<file path="src/rtl/bat_pkg.sv">
package bat_pkg;
  localparam int WORD_W    = 32;
  localparam int PAGE_BITS = 12;
  localparam int BASE_LSB  = 17;
  localparam int LEN_LSB   = 2;
  localparam int LEN_MSB   = 12;
  localparam int LEN_SHIFT = BASE_LSB - LEN_LSB;

  typedef enum logic [1:0] {
    PROT_NONE = 2'd0,
    PROT_RO   = 2'd1,
    PROT_RW   = 2'd2
  } prot_e;

  typedef struct packed {
    logic              hit;
    logic [WORD_W-1:0] pa;
    prot_e             prot;
  } bat_result_t;
endpackage

</file>
<file path="src/rtl/bat_regfile.sv">
module bat_regfile
  import bat_pkg::*;
#(
  parameter int NUM_ENTRIES = 4,
  localparam int IDX_W = (NUM_ENTRIES > 1) ? $clog2(NUM_ENTRIES) : 1
) (
  input  logic                                clk,
  input  logic                                rst_n,
  input  logic                                wr_en,
  input  logic                                wr_ifetch,
  input  logic [IDX_W-1:0]                    wr_idx,
  input  logic                                wr_upper,
  input  logic [WORD_W-1:0]                   wr_data,
  input  logic                                rd_ifetch,
  output logic [NUM_ENTRIES-1:0][WORD_W-1:0]  upper_o,
  output logic [NUM_ENTRIES-1:0][WORD_W-1:0]  lower_o
);
  localparam int NUM_SETS = 2;

  logic [NUM_SETS-1:0][NUM_ENTRIES-1:0][WORD_W-1:0] upper_q, lower_q;

  for (genvar s = 0; s < NUM_SETS; s++) begin : g_set
    for (genvar e = 0; e < NUM_ENTRIES; e++) begin : g_ent
      logic sel;
      assign sel = wr_en && (wr_ifetch == s[0]) && (wr_idx == e[IDX_W-1:0]);
      always_ff @(posedge clk or negedge rst_n) begin
        if (!rst_n) begin
          upper_q[s][e] <= '0;
          lower_q[s][e] <= '0;
        end else if (sel) begin
          if (wr_upper) upper_q[s][e] <= wr_data;
          else          lower_q[s][e] <= wr_data;
        end
      end
    end
  end

  always_comb begin
    upper_o = upper_q[rd_ifetch];
    lower_o = lower_q[rd_ifetch];
  end
endmodule

</file>
<file path="src/rtl/bat_entry_match.sv">
module bat_entry_match
  import bat_pkg::*;
(
  input  logic [WORD_W-1:0] upper,
  input  logic [WORD_W-1:0] lower,
  input  logic [WORD_W-1:0] ea,
  input  logic              user,
  output bat_result_t       res
);
  logic              usable;
  logic [WORD_W-1:0] base_field;
  logic [WORD_W-1:0] len_field;
  logic [WORD_W-1:0] mask;
  logic [WORD_W-1:0] merged;

  always_comb begin
    usable     = user ? upper[0] : upper[1];
    base_field = {upper[WORD_W-1:BASE_LSB], {BASE_LSB{1'b0}}};
    len_field  = {{(WORD_W-LEN_MSB-1){1'b0}}, upper[LEN_MSB:LEN_LSB], {LEN_LSB{1'b0}}};
    mask       = {{(WORD_W-BASE_LSB){1'b1}}, {BASE_LSB{1'b0}}} & ~(len_field << LEN_SHIFT);
    merged     = (lower & mask) | (ea & ~mask);
    res.hit    = usable && ((ea & mask) == base_field);
    res.pa     = {merged[WORD_W-1:PAGE_BITS], {PAGE_BITS{1'b0}}};
    unique case (lower[1:0])
      2'b00:   res.prot = PROT_NONE;
      2'b10:   res.prot = PROT_RW;
      default: res.prot = PROT_RO;
    endcase
  end
endmodule

</file>
<file path="src/rtl/bat_first_hit.sv">
module bat_first_hit
  import bat_pkg::*;
#(
  parameter int NUM_ENTRIES = 4
) (
  input  bat_result_t [NUM_ENTRIES-1:0] cand,
  output bat_result_t                   win
);
  always_comb begin
    win = '0;
    for (int i = NUM_ENTRIES - 1; i >= 0; i--) begin
      if (cand[i].hit) win = cand[i];
    end
  end
endmodule

</file>
<file path="src/rtl/bat_xlate.sv">
module bat_xlate
  import bat_pkg::*;
#(
  parameter int NUM_ENTRIES = 4,
  localparam int IDX_W = (NUM_ENTRIES > 1) ? $clog2(NUM_ENTRIES) : 1
) (
  input  logic              clk,
  input  logic              rst_n,
  input  logic              wr_en,
  input  logic              wr_ifetch,
  input  logic [IDX_W-1:0]  wr_idx,
  input  logic              wr_upper,
  input  logic [31:0]       wr_data,
  input  logic              req_valid,
  input  logic              req_ifetch,
  input  logic              req_user,
  input  logic [31:0]       req_ea,
  output logic              rsp_valid,
  output logic              rsp_miss,
  output logic [31:0]       rsp_pa,
  output logic [1:0]        rsp_prot
);
  logic [NUM_ENTRIES-1:0][WORD_W-1:0] upper_w, lower_w;
  bat_result_t [NUM_ENTRIES-1:0]      cand;
  bat_result_t                        win;

  logic              valid_q, valid_d;
  logic              miss_q, miss_d;
  logic [WORD_W-1:0] pa_q, pa_d;
  logic [1:0]        prot_q, prot_d;

  bat_regfile #(.NUM_ENTRIES(NUM_ENTRIES)) i_regs (
    .clk       (clk),
    .rst_n     (rst_n),
    .wr_en     (wr_en),
    .wr_ifetch (wr_ifetch),
    .wr_idx    (wr_idx),
    .wr_upper  (wr_upper),
    .wr_data   (wr_data),
    .rd_ifetch (req_ifetch),
    .upper_o   (upper_w),
    .lower_o   (lower_w)
  );

  for (genvar e = 0; e < NUM_ENTRIES; e++) begin : g_match
    bat_entry_match i_match (
      .upper (upper_w[e]),
      .lower (lower_w[e]),
      .ea    (req_ea),
      .user  (req_user),
      .res   (cand[e])
    );
  end

  bat_first_hit #(.NUM_ENTRIES(NUM_ENTRIES)) i_pick (
    .cand (cand),
    .win  (win)
  );

  always_comb begin
    valid_d = req_valid;
    miss_d  = miss_q;
    pa_d    = pa_q;
    prot_d  = prot_q;
    if (req_valid) begin
      miss_d = !win.hit;
      pa_d   = win.hit ? win.pa : '0;
      prot_d = win.hit ? win.prot : PROT_NONE;
    end
  end

  always_ff @(posedge clk or negedge rst_n) begin
    if (!rst_n) begin
      valid_q <= 1'b0;
      miss_q  <= 1'b0;
      pa_q    <= '0;
      prot_q  <= '0;
    end else begin
      valid_q <= valid_d;
      if (req_valid) begin
        miss_q <= miss_d;
        pa_q   <= pa_d;
        prot_q <= prot_d;
      end
    end
  end

  assign rsp_valid = valid_q;
  assign rsp_miss  = miss_q;
  assign rsp_pa    = pa_q;
  assign rsp_prot  = prot_q;
endmodule

</file>
<file path="config.mk">
export PLATFORM = sky130hd
export DESIGN_NAME = bat_xlate
export DESIGN_NICKNAME = d
export VERILOG_FILES = /design/src/rtl/bat_pkg.sv /design/src/rtl/bat_regfile.sv /design/src/rtl/bat_entry_match.sv /design/src/rtl/bat_first_hit.sv /design/src/rtl/bat_xlate.sv
export SDC_FILE = /design/constraint.sdc
export NUM_CORES = 1
export LEC_CHECK = 0
export ABC_AREA = 1
export BUFFER_PORTS_ARGS = -buffer_cell sky130_fd_sc_hd__buf_2
export CAP_MARGIN = 15
export CORE_MARGIN = 5
export CORE_UTILIZATION = 65
export CTS_CLUSTER_DIAMETER = 80
export DETAILED_ROUTE_END_ITERATION = 12
export HOLD_SLACK_MARGIN = 0.05
export PLACE_DENSITY = 0.84
export SLEW_MARGIN = 40
export SYNTH_ARGS = -nofsm -noshare
export SYNTH_HDL_FRONTEND = slang
export SYNTH_SLANG_ARGS = --single-unit
</file>
<file path="constraint.sdc">
create_clock -name clk -period 4.3 [get_ports clk]
set_clock_uncertainty 0.05 [all_clocks]
set_input_delay 0.215 -clock clk [delete_from_list [all_inputs] [get_ports clk]]
set_output_delay 0.215 -clock clk [all_outputs]
set_load 0.005 [all_outputs]
</file>
==> run_results.csv, run 1 <==
group,metric,value,unit
drt,drt-total-wl,59690,um
yosys,synth_cell_type_count,33,
final_layout,fillCellCount,2205,
pwr,clkPwrFrac,0.358,
place,placed_cells,2907,
drt,wl_per_cell,19.90,um
clock_tree,cts_root_buffer,"clkbuf_16",
yosys,yosys.area.top_type,"dfrtp_1",
critical_path,required,4.72,ns
yosys,syn_area,19020,um^2
critical_path,cpMostUsedCell,"nand2_1",
global_routing,grt_pass1_wl,93130,um
sta,setup_viol,0,
pwr,p_sw,3.126,mW
yosys,ys_top_cells_by_count,"954 x nand2_1, 460 x o21ai_0, 384 x dfrtp_1, 184 x nor2_1, 167 x inv_1",
clock_tree,clock_path_buffers,3,
clock_tree,numCtsBuffers,41,
sta,final.period_utilization,0.7621,
sta,max_freq,305.2,MHz
yosys,synth_edf_count,0,
critical_path,endpoint_kind,"flop",
clock_tree,cts_tree,"built",
pwr,combPwrFrac,0.187,
yosys,ys_ff_latch,384,
status,status,"completed",
die,io_pins,110,
place,dpl-instance-area,19580,um^2
sta,hold_viol,0,
sta,fin_crit,3.277,ns
min_path,hold_path_class,"in2reg",
clock_tree,postCtsSetupBuffers,0,
final_layout,syn2layout_area_growth,11.18,%
clock_tree,cts_sinks,384,
place,hpwl,38430,um
die,die_w,181.1,um
critical_path,slowest_stage,"buf_6",
place,finalWeightedCongestion,0.9679,
pwr,peakVddDrop,339.3,uV
global_routing,grt_max_degree,76,
clock_tree,ctsHoldBuffers,13,
yosys,syn-instance-count,2556,
clock_tree,cts.htree.levels,2,
die,die_height,181.1,um
die,initial_utilization,0.6609,
clock_tree,clk_latency,0.54,ns
drt,drc_errors,0,
yosys,synth_top_cell_area_share,0.5052,
die,core,28780,um^2
drt,num_vias,17840,
yosys,synth_seq_area_share,0.5052,
drt,ant_nets,0,
flow_run,cap_violations,0,
yosys,yosysMostFrequentCell,"nand2_1",
global_routing,grt_pass1_vias,16890,
final_layout,instances_no_fill,3000,
pwr,powerDensity,488.1,nW/um^2
final_layout,drive_gt1_frac,0.08962,
drt,first_pass_iters,9,
sta,tightest_slew,0.7376,ns
sta,fin_setup_tns,0,ns
drt,via_per_inst,5.945,
sta,slew_headroom,0.5083,
yosys,yosys-top-cells-area,"dfrtp_1 51%, nand2_1 19%, o21ai_0 12%",
yosys,syn_avg_cell_area,7.441,um^2
final_layout,fin_area,21150,um^2
sta,rsz0062_at_grt,"false",
clock_tree,cts_resized,0,
pwr,pwr-share-seq,0.455,
critical_path,critPathKind,"in2reg",
critical_path,worst-path-max-fanout,75,
critical_path,start_kind,"primary input",
critical_path,critPathArrivalTime,3.70,ns
global_routing,grtUsageTotal,0.3602,
global_routing,grt.overflow.total,0,
place,numPortBuffers,81,
pwr,p_int,7.195,mW
die,num_rows,62,
global_routing,antenna_found_initial,9,
pwr,switching_share,0.3029,
die,dieArea,32780,um^2
drt,drt_iter0_drc,2136,
clock_tree,clk_pin_slew,0.06,ns
sta,final-max-slew-violation-count,0,
critical_path,max_stage_delay,0.49,ns
yosys,synthFlopType,"dfrtp_1",
final_layout,nets,2653,
pwr,p_leak,10.97,nW
critical_path,path_cells,"buf_6 > inv_4 > buf_4 > or2_2 > o21ai_0 > inv_1 > nand2_1 > nand2_1 > nor2_1 > nand3b_1 > nor2_2 > nor2_1 > nand2_1 > nand2_2 > nor2_1 > nand2_1 > nand2_1",
yosys,synthArstFlopShare,1.000,
yosys,ys_warn_count,0,
critical path, delay by kind of cell:
kind                   cells  cell delay, ns
buffers and inverters      4            1.28
AO/OA/AOI/OAI              1            0.12
AND/OR/NAND/NOR           12            2.04
layer usage:
metal | vias to the layer above | GRT usage | share of wire
li1 | 8132 | - | -
met5 | - | 0 | 0.00099
met3 | 230 | 0.09511 | 0.11
met1 | 8413 | 0.4784 | 0.38
met4 | 10 | 0.1870 | 0.062
met2 | 1050 | 0.5496 | 0.44
worst paths after layout:
check	startpoint	endpoint	slack (ns)	depth (start not counted)
setup / recovery	req_ifetch	rsp_pa[27]	1.02	17
hold / removal	wr_data[6]	i_regs.upper_q[198]	0.10	3
setup reg to reg	i_regs.upper_q[12]	rsp_pa[27]	1.12	13
hold reg to reg	rsp_pa[13]	rsp_pa[13]	0.42	2
max in group asynchronous	rst_n	i_regs.upper_q[62]	2.72	4
min in group asynchronous	rst_n	i_regs.upper_q[74]	0.18	2
logic make-up after synthesis:
logic type      Yosys count  share of synthesized area
compound gates          523                     0.1405
xor+xnor                 14                   0.006447
buf+inv                 334                    0.07480
flops                   384                     0.5052
mux                       2                   0.001053
other cells               1                  0.0001972
simple gates           1298                     0.2718
stage by stage:
stage / setup WS [ns] / util / power, mW / hold slack (ns)
floorplan: 2.135 / - / 5.969 / -0.1306
global placement: 0.6987 / 0.6792 / 6.467 / 0.3500
detailed placement: 0.6521 / 0.6803 / 6.593 / 0.1681
CTS: 1.196 / 0.7341 / 10.28 / 0.08378
global route: 0.9130 / 0.7344 / 10.83 / 0.1105
finish: 1.023 / 0.7348 / 10.32 / 0.1042
cell usage in the layout (no fill, tap or decap), drive strengths merged:
| cell type | n |
|---|---|
| nand3 | 92 |
| a21oi | 14 |
| or2 | 19 |
| xor2 | 10 |
| xnor2 | 4 |
| nor3 | 7 |
| a41oi | 2 |
| diode | 5 |
| nor2b | 1 |
| clkinv | 8 |
| o211ai | 1 |
| nand3b | 8 |
| a31oi | 9 |
| conb | 12 |
| o21ai | 497 |
| mux2i | 2 |
| clkbuf | 62 |
| clkinvlp | 1 |
| nand4 | 14 |
| dfrtp | 384 |
| dlygate4sd3 | 13 |
| bufinv | 3 |
| and2 | 11 |
| nand2 | 957 |
| buf | 120 |
| inv | 171 |
| nor2 | 189 |
area by class of cell:
class	count	area, um^2	area share
inverters	170	640.6	0.03029
flip-flops and latches	384	9609	0.4544
clock inverters	13	150.1	0.007100
repair buffers	133	914.6	0.04325
multi-input cells	1849	8071	0.3817
diodes	5	12.51	0.0005917
well taps	384	480.5	0.02272
clock buffers	62	1267	0.05994
registers in the layout, indices dropped and copies added, names as in the netlist:
name / cells
rsp_pa: 20
rsp_valid: 1
rsp_miss: 1
i_regs.upper_q: 224
i_regs.lower_q: 136
rsp_prot: 2
power by group through the flow:
| stage | Sequential [mW] | Clock, mW | Combinational, mW |
|---|---|---|---|
| final | 4.69 | 3.70 | 1.93 |
| after global routing | 4.77 | 3.87 | 2.20 |
| after CTS | 4.68 | 3.71 | 1.90 |
| after detailed placement | 4.73 | 0 | 1.86 |
| after global placement | 4.70 | 0 | 1.77 |
| after floorplan | 4.64 | 0 | 1.33 |
Note: power is estimated with default switching activity, not from simulation.
==> inputs of run 2 (changes only) <==
CORE_UTILIZATION = 56   (was 65)
PLACE_DENSITY = 0.77   (was 0.84)
clock period = 2.71 ns   (was 4.3 ns; I/O delays follow)
==> run 2 against run 1 <==
  * First-iteration DRC count decreased by 13%
  * Hold slack got worse by 0.031 ns
  * Register-to-register slack worse by 1.0 ns
  * Die area increased by 15%
  * Power rose by 59%
  * Critical path depth is 3 lower
  * Largest power group unchanged
==> run_results.csv, run 2 (synthesis results as in run 1) <==
group,metric,value,unit
die,io_pins,110,
global_routing,grt_pass1_wl,94960,um
sta,final.period_utilization,0.9591,
final_layout,fin_area,21850,um^2
pwr,p_leak,11.33,nW
critical_path,crit_buf_inv,2,
final_layout,largest_reg_flops,224,
global_routing,grt_max_degree,86,
drt,drt-total-wl,60210,um
clock_tree,clk_pin_slew,0.06,ns
final_layout,fillCellCount,2933,
global_routing,grt_pass1_vias,16650,
clock_tree,clock_path_buffers,3,
sta,setup_viol,0,
place,post-place-ws,0.02244,ns
critical_path,cpMostUsedCell,"nand2_1",
die,die_height,194.3,um
clock_tree,cts_root_buffer,"clkbuf_16",
final_layout,multi_input_area,8059,um^2
global_routing,grtUsageTotal,0.3179,
critical_path,r2r_slack,0.11,ns
final_layout,seq_area,9609,um^2
sta,fin_setup_tns,0,ns
final_layout,fin_util,0.6515,
status,status,"completed",
sta,worst_slack,0.1108,ns
critical_path,required,3.15,ns
critical_path,reg2reg_from,"i_regs.upper_q[104]",
sta,fin_crit,2.599,ns
critical_path,start_kind,"flop",
critical_path,critPathArrivalTime,3.03,ns
sta,max_freq,384.7,MHz
min_path,hold_path_class,"in2reg",
drt,drc_errors,0,
clock_tree,cts_sinks,384,
drt,ant_nets,0,
clock_tree,postCtsSetupBuffers,0,
critical_path,slowest_stage,"o21ai_0",
min_path,min-delay-start,"wr_data[25]",
drt,num_vias,17700,
pwr,peakVddDrop,655.6,uV
clock_tree,cts.htree.levels,2,
drt,wl_per_cell,19.19,um
critical_path,worst-path-stages,14,
critical_path,max_stage_delay,0.49,ns
pwr,powerDensity,750.0,nW/um^2
place,hpwl,40780,um
die,core,33530,um^2
final_layout,syn2layout_area_growth,14.87,%
global_routing,antenna_found_initial,8,
min_path,min_to,"i_regs.lower_q[249]",
pwr,power.total,16.39,mW
drt,via_per_inst,5.641,
drt,drt_iter0_drc,1869,
final_layout,drive_gt1_frac,0.1127,
place,placed_cells,3042,
die,die_w,194.3,um
critical_path,rr_endpoint,"rsp_pa[22]",
drt,first_pass_iters,6,
critical_path,reg2reg_depth,14,
sta,slew_headroom,0.4748,
clock_tree,cts_tree,"built",
critical_path,crit_family,"simple AND/OR/NAND/NOR gates",
final_layout,instances_no_fill,3138,
sta,hold_viol,0,
place,numPortBuffers,81,
final_layout,final_cell_mix,"948 x nand2_1, 459 x o21ai_0, 384 x dfrtp_1",
die,dieArea,37750,um^2
place,finalWeightedCongestion,0.9481,
flow_run,cap_violations,0,
die,initial_utilization,0.5672,
clock_tree,numCtsBuffers,42,
final_layout,nets,2732,
place,dpl-instance-area,20260,um^2
critical_path,endpoint_kind,"flop",
global_routing,grt.overflow.total,0,
sta,hold_ws,0.07301,ns
sta,tightest_slew,0.7877,ns
min_path,whs_path_depth,3,
sta,rsz0062_at_grt,"false",
clock_tree,clk_latency,0.56,ns
critical_path,critPathKind,"reg2reg",
critical_path,path_cells,"o21ai_0 > nand2_1 > nand3_1 > nand3b_1 > nor2_1 > buf_4 > and2_1 > buf_12 > nand3_1 > o21ai_0 > nand2_1 > nand2_1 > nand2_1 > nand2_1",
final_layout,regMostFlops,"i_regs.upper_q",
die,num_rows,67,
critical_path,worst-path-max-fanout,6,
final_layout,final_common_cell,"nand2_1",
sta,final-max-slew-violation-count,0,
## run 2: tightest hold or removal path, cell delays in order
cell and delay, ns:
buf_2 0.08, inv_1 0.19, o21ai_0 0.21
## run 2: area by class of cell
cell class                 instances  share of cell area
timing repair buffer             211             0.07313
antenna                            1           0.0001145
tap                              448             0.02566
multi-input combinational       1849              0.3689
sequential                       384              0.4398
clock inverter                    16            0.007732
clock buffer                      59             0.05521
inverter                         170             0.02944
## run 2: repair_timing
item	CTS	global route
hold buffers	20	0
gates resized for setup	0	4
setup endpoints to repair	0	9
hold endpoints to repair	175	0
## run 2: how the worst max path moves through the flow
stage / startpoint / endpoint / slack, ns
floorplan: req_ifetch / rsp_pa[24] / 0.62
global placement: req_ifetch / rsp_pa[26] / 0.03
detailed placement: req_ifetch / rsp_pa[26] / 0.02
CTS: i_regs.upper_q[91] / rsp_pa[22] / 0.14
global route: i_regs.upper_q[104] / rsp_pa[19] / 0.04
finish: i_regs.upper_q[104] / rsp_pa[22] / 0.11
## run 2: per-layer routing
| layer | up-vias | share of wire | track usage | wire [um] |
|---|---|---|---|---|
| met5 | - | 0.0010 | 0 | 62 |
| li1 | 8286 | - | - | - |
| met2 | 902 | 0.45 | 0.5005 | 27120 |
| met4 | 12 | 0.044 | 0.1247 | 2660 |
| met3 | 159 | 0.11 | 0.07237 | 6387 |
| met1 | 8344 | 0.40 | 0.4332 | 23980 |
## run 2: report_power, final
part | leakage (nW) | internal [mW] | switching (mW)
clock | 0.670 | 3.39 | 2.36
sequential | 4.90 | 6.83 | 0.603
combinational | 5.76 | 1.19 | 2.00
